$ cat config.mk
export PLATFORM = sky130hd
export DESIGN_NAME = rtc_irq_unit
export DESIGN_NICKNAME = d
export VERILOG_FILES = /design/src/rtl/rtc_irq_pkg.sv /design/src/rtl/rtc_alarm_cmp.sv /design/src/rtl/rtc_irq_regs.sv /design/src/rtl/rtc_irq_flags.sv /design/src/rtl/rtc_irq_unit.sv
export SDC_FILE = /design/constraint.sdc
export NUM_CORES = 1
export LEC_CHECK = 0
export BUFFER_PORTS_ARGS = -buffer_cell sky130_fd_sc_hd__buf_2
export CORE_AREA = 2 2 60 62
export DETAILED_ROUTE_END_ITERATION = 10
export DIE_AREA = 0 0 62 64
export PLACE_DENSITY = 0.75
export SKIP_LAST_GASP = 1
export SLEW_MARGIN = 20
export SYNTH_ARGS = -nofsm -noshare
export SYNTH_HDL_FRONTEND = slang
export SYNTH_SLANG_ARGS = --single-unit
$ cat constraint.sdc
create_clock -name clk -period 1.8 [get_ports clk]
set_clock_uncertainty 0.15 [all_clocks]
set_input_delay 0 -clock clk [delete_from_list [all_inputs] [get_ports clk]]
set_output_delay 0 -clock clk [all_outputs]
set_load 0.005 [all_outputs]
$ cat src/rtl/rtc_irq_pkg.sv
package rtc_irq_pkg;
  // flag indices; their order is the order of status bits [6:4]
  localparam int FLG_UPD = 0;
  localparam int FLG_ALM = 1;
  localparam int FLG_PER = 2;
  localparam int N_FLAGS = 3;

  // control byte bit positions
  localparam int CTL_SET = 7;
  localparam int CTL_PER = 6;
  localparam int CTL_ALM = 5;
  localparam int CTL_UPD = 4;

  typedef logic [N_FLAGS-1:0] flag_vec_t;

  typedef enum logic [1:0] {
    A_ALM_SEC = 2'd0,
    A_ALM_MIN = 2'd1,
    A_ALM_HR  = 2'd2,
    A_CTRL    = 2'd3
  } reg_addr_e;
endpackage

$ cat src/rtl/rtc_alarm_cmp.sv
module rtc_alarm_cmp #(
  parameter int DATA_W  = 8,
  parameter int N_BYTES = 3
) (
  input  logic [N_BYTES*DATA_W-1:0] time_bytes,
  input  logic [N_BYTES*DATA_W-1:0] alarm_bytes,
  output logic                      hit
);
  logic [N_BYTES-1:0] byte_ok;

  for (genvar i = 0; i < N_BYTES; i++) begin : g_byte
    logic [DATA_W-1:0] t_b;
    logic [DATA_W-1:0] a_b;
    logic              wild;
    assign t_b  = time_bytes[i*DATA_W +: DATA_W];
    assign a_b  = alarm_bytes[i*DATA_W +: DATA_W];
    assign wild = (a_b[DATA_W-1 -: 2] == 2'b11);
    assign byte_ok[i] = wild || (t_b == a_b);
  end

  assign hit = &byte_ok;
endmodule

$ cat src/rtl/rtc_irq_regs.sv
module rtc_irq_regs
  import rtc_irq_pkg::*;
#(
  parameter int DATA_W  = 8,
  parameter int ADDR_W  = 2,
  parameter int N_BYTES = 3
) (
  input  logic                      clk,
  input  logic                      rst,
  input  logic                      wr_en,
  input  logic [ADDR_W-1:0]         wr_addr,
  input  logic [DATA_W-1:0]         wr_data,
  output logic [N_BYTES*DATA_W-1:0] alarm_bytes,
  output flag_vec_t                 enables
);
  localparam logic [ADDR_W-1:0] CTRL_ADDR = ADDR_W'(A_CTRL);

  for (genvar i = 0; i < N_BYTES; i++) begin : g_alarm
    logic [DATA_W-1:0] alm_q;
    always_ff @(posedge clk) begin
      if (rst)
        alm_q <= '0;
      else if (wr_en && wr_addr == ADDR_W'(i))
        alm_q <= wr_data;
    end
    assign alarm_bytes[i*DATA_W +: DATA_W] = alm_q;
  end

  logic ctrl_wr;
  assign ctrl_wr = wr_en && (wr_addr == CTRL_ADDR);

  always_ff @(posedge clk) begin
    if (rst) begin
      enables <= '0;
    end else if (ctrl_wr) begin
      enables[FLG_PER] <= wr_data[CTL_PER];
      enables[FLG_ALM] <= wr_data[CTL_ALM];
      // SET wins over the update enable in the same write
      enables[FLG_UPD] <= wr_data[CTL_UPD] & ~wr_data[CTL_SET];
    end
  end
endmodule

$ cat src/rtl/rtc_irq_flags.sv
module rtc_irq_flags
  import rtc_irq_pkg::*;
(
  input  logic      clk,
  input  logic      rst,
  input  flag_vec_t ev,
  input  logic      clr,
  input  flag_vec_t enables,
  output flag_vec_t flags,
  output logic      irqf
);
  for (genvar i = 0; i < N_FLAGS; i++) begin : g_flag
    always_ff @(posedge clk) begin
      if (rst)
        flags[i] <= 1'b0;
      else
        flags[i] <= (flags[i] & ~clr) | ev[i];
    end
  end

  assign irqf = |(flags & enables);
endmodule

$ cat src/rtl/rtc_irq_unit.sv
module rtc_irq_unit
  import rtc_irq_pkg::*;
#(
  parameter int DATA_W  = 8,
  parameter int ADDR_W  = 2
) (
  input  logic              clk,
  input  logic              rst,
  input  logic              wr_en,
  input  logic [ADDR_W-1:0] wr_addr,
  input  logic [DATA_W-1:0] wr_data,
  input  logic              stat_rd,
  output logic [DATA_W-1:0] stat_q,
  input  logic [DATA_W-1:0] time_sec,
  input  logic [DATA_W-1:0] time_min,
  input  logic [DATA_W-1:0] time_hr,
  input  logic              sec_tick,
  input  logic              per_edge,
  input  logic              upd_end,
  output logic              irq_n
);
  localparam int N_BYTES = 3;
  localparam int LOW_W   = DATA_W - N_FLAGS - 1;

  logic [N_BYTES*DATA_W-1:0] alarm_bytes;
  flag_vec_t                 enables;
  flag_vec_t                 flags;
  flag_vec_t                 ev;
  logic                      alarm_hit;
  logic                      irqf_w;

  rtc_irq_regs #(.DATA_W(DATA_W), .ADDR_W(ADDR_W), .N_BYTES(N_BYTES)) u_regs (
    .clk         (clk),
    .rst         (rst),
    .wr_en       (wr_en),
    .wr_addr     (wr_addr),
    .wr_data     (wr_data),
    .alarm_bytes (alarm_bytes),
    .enables     (enables)
  );

  rtc_alarm_cmp #(.DATA_W(DATA_W), .N_BYTES(N_BYTES)) u_cmp (
    .time_bytes  ({time_hr, time_min, time_sec}),
    .alarm_bytes (alarm_bytes),
    .hit         (alarm_hit)
  );

  always_comb begin
    ev          = '0;
    ev[FLG_PER] = per_edge;
    ev[FLG_ALM] = sec_tick & alarm_hit;
    ev[FLG_UPD] = upd_end;
  end

  rtc_irq_flags u_flags (
    .clk     (clk),
    .rst     (rst),
    .ev      (ev),
    .clr     (stat_rd),
    .enables (enables),
    .flags   (flags),
    .irqf    (irqf_w)
  );

  always_ff @(posedge clk) begin
    if (rst) begin
      stat_q <= '0;
      irq_n  <= 1'b1;
    end else begin
      irq_n <= ~irqf_w;
      if (stat_rd)
        stat_q <= {irqf_w, flags[FLG_PER], flags[FLG_ALM], flags[FLG_UPD], {LOW_W{1'b0}}};
    end
  end
endmodule

==> reports/results.ini, run 1 <==
[status]
status = finished, final reports clean

[final_layout]
final_common_cell = buf_2
area_growth_pct = 31.9
diodes = 0
multi_input_area_um2 = 795
drive_gt1_share_pct = 24.9
ff_latch_area_um2 = 701
fin_nets = 261
nFillCells = 277
final_cell_mix = 45 x buf_2, 35 x dfxtp_1, 33 x nor2_1, 29 x mux2i_1, 17 x dlygate4sd3_1
finish.cell_count_without_fillers = 267

[floorplan]
rows = 21
pin_count = 50
die_area_um2 = 3970
core-area_um2 = 3280
initial_core_util_pct = 47.2
die_w_um = 62
die-height_um = 64

[pwr]
seqPwrFrac_pct = 50.6
comb_power_share_pct = 12.9
netSwitchingFraction_pct = 23.1
p_switching_w = 0.000374
clkPwrFrac_pct = 36.4
vdd_drop_max_uv = 554
leakage_nw = 1.00
p_per_area_nw_per_um2 = 791
p_int_w = 0.00124

[critical_path]
cpMostUsedCell = dlygate4sd3_1
start_kind = input pin
cp-end-kind = register
cp.required_ns = 1.89
cp_cell_sequence = dlygate4sd3_1 > buf_2 > nor2_1 > dlygate4sd3_1
cp_max_fo = 36
cp_slowest_stage_delay_ns = 0.57
crit_type = input pin to register
cpMaxStageDelayCell = dlygate4sd3_1
critical_path_arrival_ns = 1.72

[timing]
drv_slew = 0
fin_tns_setup_ns = 0
fin_crit_sh_pct = 90.7
post-route-min-period_ns = 1.63
finalHoldViolations = 0
tightest_slew_ns = 0.621
setup_viol = 0
max_freq_mhz = 612
slew_headroom_pct = 58.6
rsz0062_at_grt = no

[synth]
synth_cells = 159
ys_top_cells_by_area = dfxtp_1 45%, mux2i_1 19%, xor2_1 9.0%
avgSynthCellArea_um2 = 9.76
syn_area_um2 = 1550
synth.largest_area_cell = dfxtp_1
ys_ff_latch = 35
yosysWarnings = 0
ys_seq_area_share_pct = 45.2
synth_cell_type_count = 23
yosysTopAreaCellShare_pct = 45.2

[drt]
wl_per_cell_um = 12.7
wl_um = 3400
drt_iter0_drc = 37
num_vias = 1297
drtAntennaViolNets = 0
via_per_inst = 4.86
drt-pass1-iter-count = 4
post-route-drc-count = 0

[clock_tree]
cts_buffer_depth = 2
cts-htree-levels = 2
cts_buffers = 5
path_clk_slew_ns = 0.10
cts_resized = 0
cts_tree = yes
worst_skew_pair.late_latency_ns = 0.34
clock-sinks = 35
cts_root_buffer = clkbuf_4

[grt]
grt_pass1_vias = 1257
use_met2_pct = 30.6
grt_overflow = 0
use_met3_pct = 6.07
grt_pass1_wl_um = 5400
track_usage_pct = 18.6
grt_use_met1_pct = 22.5
antenna_found_initial = 0
busiest_layer = met2
grt_max_degree = 37

[run]
max_cap_violations = 0

[placement]
io_buffers = 45
dp.cells = 242
dp_hpwl_um = 2380
place_congestion = 0.723

[min_path]
hp-class = input pin to register

cell type report:
class                           instances  area share (%)
Clock inverter                          2            1.71
Inverter                                1           0.183
Multi-Input combinational cell        114            38.8
Tap cell                               46            2.81
Sequential cell                        35            34.3
Clock buffer                            6            2.51
Timing Repair Buffer                   63            19.7
power by group through the flow:
stage	clock network (W)	registers, W	logic, W
detailed placement	0	0.000837	0.000178
floorplan	0	0.000833	0.000110
global placement	0	0.000836	0.000177
global route	0.000639	0.000822	0.000230
finish	0.000590	0.000819	0.000209
CTS	0.000596	0.000819	0.000207
worst max-delay path: cells and delay by family:
kind / cells / cell delay, ns
buffers and inverters: 3 / 1.60
and+or+nand+nor: 1 / 0.10
flip-flops by register name, summed over array words and instances, names as in the netlist:
signal                cells
u_regs.g_alarm.alm_q     24
u_regs.enables            3
stat_q                    4
irq_n                     1
u_flags.flags             3
routing by layer:
| metal | wire (µm) | part of all wire [%] | vias up |
|---|---|---|---|
| met5 | 0 | 0 | - |
| met1 | 1520 | 45 | 609 |
| met2 | 1680 | 49 | 32 |
| li1 | - | - | 650 |
| met4 | 43 | 1.3 | 0 |
| met3 | 160 | 4.7 | 6 |
kinds of logic after synthesis:
kind of cell / after synthesis / synth area share [%]
AOI/OAI and AO/OA: 9 / 3.95
and+or+nand+nor: 48 / 14.0
buffers and inverters: 13 / 4.35
DFF: 35 / 45.2
xor gates and xnor gates: 24 / 13.5
other: 1 / 0.242
muxes: 29 / 18.7
synth_stat cells:
| cell | count |
|---|---|
| dfxtp_1 | 35 |
| nor2_1 | 33 |
| mux2i_1 | 29 |
| xor2_1 | 16 |
| xnor2_1 | 8 |
| clkbuf_1 | 5 |
| buf_4 | 4 |
| nor4_1 | 4 |
| a21oi_1 | 3 |
| buf_2 | 3 |
| nand3b_1 | 3 |
| a22oi_1 | 2 |
| nand2_1 | 2 |
| nand4_1 | 2 |
| nor3b_1 | 2 |
| a211oi_1 | 1 |
| a222oi_1 | 1 |
| conb_1 | 1 |
| inv_1 | 1 |
| nand3_1 | 1 |
| o21ai_0 | 1 |
| o32ai_1 | 1 |
| or2_2 | 1 |
what timing repair did:
action,in CTS,in global routing
hold buffers,17,0
endpoints found under the setup margin,0,0
setup buffers,0,0
hold endpoints to repair,34,0
worst paths after layout:
check | startpoint | end | slack [ns] | cells past startpoint
setup reg to reg | u_regs.g_alarm[0].alm_q[7] | u_flags.flags[1] | 0.31 | 4
hold reg to reg | stat_q[7] | stat_q[7] | 0.35 | 2
hold / removal | time_hr[7] | u_flags.flags[1] | 0.0007 | 6
setup / recovery | rst | u_regs.g_alarm[2].alm_q[1] | 0.17 | 4
per-stage QoR:
step | setup WS, ns | utilization (%) | cell area (µm²) | total power [W] | hold slack [ns]
after floorplan | 0.515 | - | 1560 | 0.000943 | -0.0326
after global placement | 0.338 | 54.5 | 1790 | 0.00101 | 0.0637
after detailed placement | 0.320 | 54.5 | 1790 | 0.00102 | 0.0651
after CTS | 0.203 | 62.3 | 2050 | 0.00162 | 0.00461
after global routing | 0.117 | 62.3 | 2050 | 0.00169 | 0.0241
final | 0.167 | 62.3 | 2050 | 0.00162 | 0.000669
No activity file was read; power rests on OpenSTA's default activity.
==> run 2: changes to the inputs <==
--- a/config.mk
+++ b/config.mk
@@ -9,7 +9,7 @@
 export CORE_AREA = 2 2 60 62
 export DETAILED_ROUTE_END_ITERATION = 10
 export DIE_AREA = 0 0 62 64
-export PLACE_DENSITY = 0.75
+export PLACE_DENSITY = 0.77
 export SKIP_LAST_GASP = 1
 export SLEW_MARGIN = 20
 export SYNTH_ARGS = -nofsm -noshare
==> run 2 against run 1 <==
Compared with the run above: the run now ends with negative hold slack left; register-to-register slack got worse by 0.04 ns; largest power group unchanged; clock-buffer cell count increased by 2; core utilization increased by 0.076 points; maximum frequency is 3.3% higher; wire length rose by 3.3%; die area is the same; critical endpoint is now u_regs.enables[1]; cell count grew 0.75%; sequential cell count did not move; worst hold slack got worse by 0.00097 ns; via count fell by 1.3%.
==> reports/results.ini, run 2 (synthesis gave the netlist of run 1 again) <==
[timing]
drv_slew = 0
fin_tns_setup_ns = 0
finalHoldViolations = 1
max_freq_mhz = 633
hold_ws_ns = -0.000300
rsz0062_at_grt = no
setup_viol = 0
fin_crit_sh_pct = 87.8
post-route-min-period_ns = 1.58
slew_headroom_pct = 59.6
tightest_slew_ns = 0.606

[floorplan]
core-area_um2 = 3280
rows = 21
die_area_um2 = 3970
pin_count = 50
initial_core_util_pct = 47.2
die_w_um = 62
die-height_um = 64

[grt]
antenna_found_initial = 0
track_usage_pct = 19.4
grt_overflow = 0
grt_pass1_wl_um = 5560
grt_pass1_vias = 1273
grt_max_degree = 37

[clock_tree]
cts_buffer_depth = 2
cts-htree-levels = 2
path_clk_slew_ns = 0.10
cts_buffers = 5
worst_skew_pair.late_latency_ns = 0.34
cts_tree = yes
cts_root_buffer = clkbuf_4
clock-sinks = 35
postCtsSetupBuffers = 0

[status]
status = complete, but fails checks
violations = negative hold slack

[min_path]
whs_path_depth = 2
hold_end = u_regs.g_alarm[1].alm_q[6]
hp-class = input pin to register
min_from = rst

[critical_path]
cp_max_fo = 4
crit_type = input pin to register
r2r-end = u_flags.flags[1]
cp.required_ns = 1.86
ff2ff_setup_slack_ns = 0.27
crit-reg2reg-launch = u_regs.g_alarm[1].alm_q[6]
critical_path_arrival_ns = 1.64
r2r_cells = 4
start_kind = input pin
cp-end-kind = register

[placement]
place_congestion = 0.733
dp_hpwl_um = 2410
io_buffers = 45

[final_layout]
drive_gt1_share_pct = 24.2
reg_top3 = u_regs.g_alarm.alm_q: 24 flops, stat_q: 4 flops
fin_nets = 263
largest_reg_flops = 24
final_cell_mix = 45 x buf_2, 35 x dfxtp_1, 33 x nor2_1, 29 x mux2i_1, 19 x dlygate4sd3_1
final_common_cell = buf_2
diodes = 0
top_register = u_regs.g_alarm.alm_q
area_growth_pct = 32.0

[drt]
drt_iter0_drc = 28
drt-pass1-iter-count = 5
post-route-drc-count = 0
num_vias = 1280
wl_um = 3520
wl_per_cell_um = 13.1
via_per_inst = 4.76
drtAntennaViolNets = 0

[pwr]
vdd_drop_max_uv = 426
leakage_nw = 0.994
power_w = 0.00151
p_per_area_nw_per_um2 = 737

[run]
max_cap_violations = 0

==> run 2: timing repair <==
item,4_1_cts,5_1_grt
endpoints found under the hold margin,34,0
gates resized for setup,0,0
hold buffers,19,0
==> run 2: worst max-delay path, stage by stage <==
cell and delay, ns:
dlygate4sd3_1 0.55, buf_2 0.14, nand3_1 0.11, dlygate4sd3_1 0.61, mux2i_1 0.19, nor2_1 0.05
==> run 2: cell type report <==
cell class | count | area [µm²]
Fill cell | 275 | 1240
Multi-Input combinational cell | 114 | 795
Sequential cell | 35 | 701
Timing Repair Buffer | 65 | 423
Clock buffer | 8 | 68.8
Tap cell | 46 | 57.6
Inverter | 1 | 3.75
==> run 2: worst max path at each step <==
stage / start / cells after the start / slack, ns / to
floorplan: u_regs.g_alarm[1].alm_q[6] / 4 / 0.51 / u_flags.flags[1]
global placement: u_regs.g_alarm[0].alm_q[6] / 4 / 0.37 / u_flags.flags[1]
detailed placement: u_regs.g_alarm[1].alm_q[6] / 4 / 0.25 / u_flags.flags[1]
CTS: u_regs.g_alarm[1].alm_q[6] / 4 / 0.23 / u_flags.flags[1]
global route: wr_en / 6 / 0.16 / u_regs.enables[1]
finish: wr_addr[1] / 6 / 0.22 / u_regs.enables[1]
==> run 2: power by group <==
group / internal (W) / leakage [nW] / switching (W)
clock network: 0.000230 / 0.0386 / 0.000248
logic: 0.000117 / 0.670 / 0.0000953
registers: 0.000801 / 0.285 / 0.0000185
==> run 2: layer usage <==
metal,part of all wire [%],vias to the layer above,track usage (%),wire (µm)
li1,-,652,-,-
met5,0,-,0,0
met2,50,34,32.4,1750
met4,1.7,0,7.18,59
met3,4.6,7,6.28,163
met1,44,587,22.3,1540
==> run 2: metrics by stage <==
step	instances	cell area, µm²	worst slack [ns]	hold WS (ns)	utilization, %
floorplan	162	1560	0.515	-0.0326	-
detailed placement	242	1790	0.251	0.0782	54.5
finish	269	2050	0.220	-0.000300	62.4
CTS	269	2050	0.228	0.00605	62.4
global route	269	2050	0.164	0.0254	62.4
global placement	242	1790	0.368	0.0592	54.5
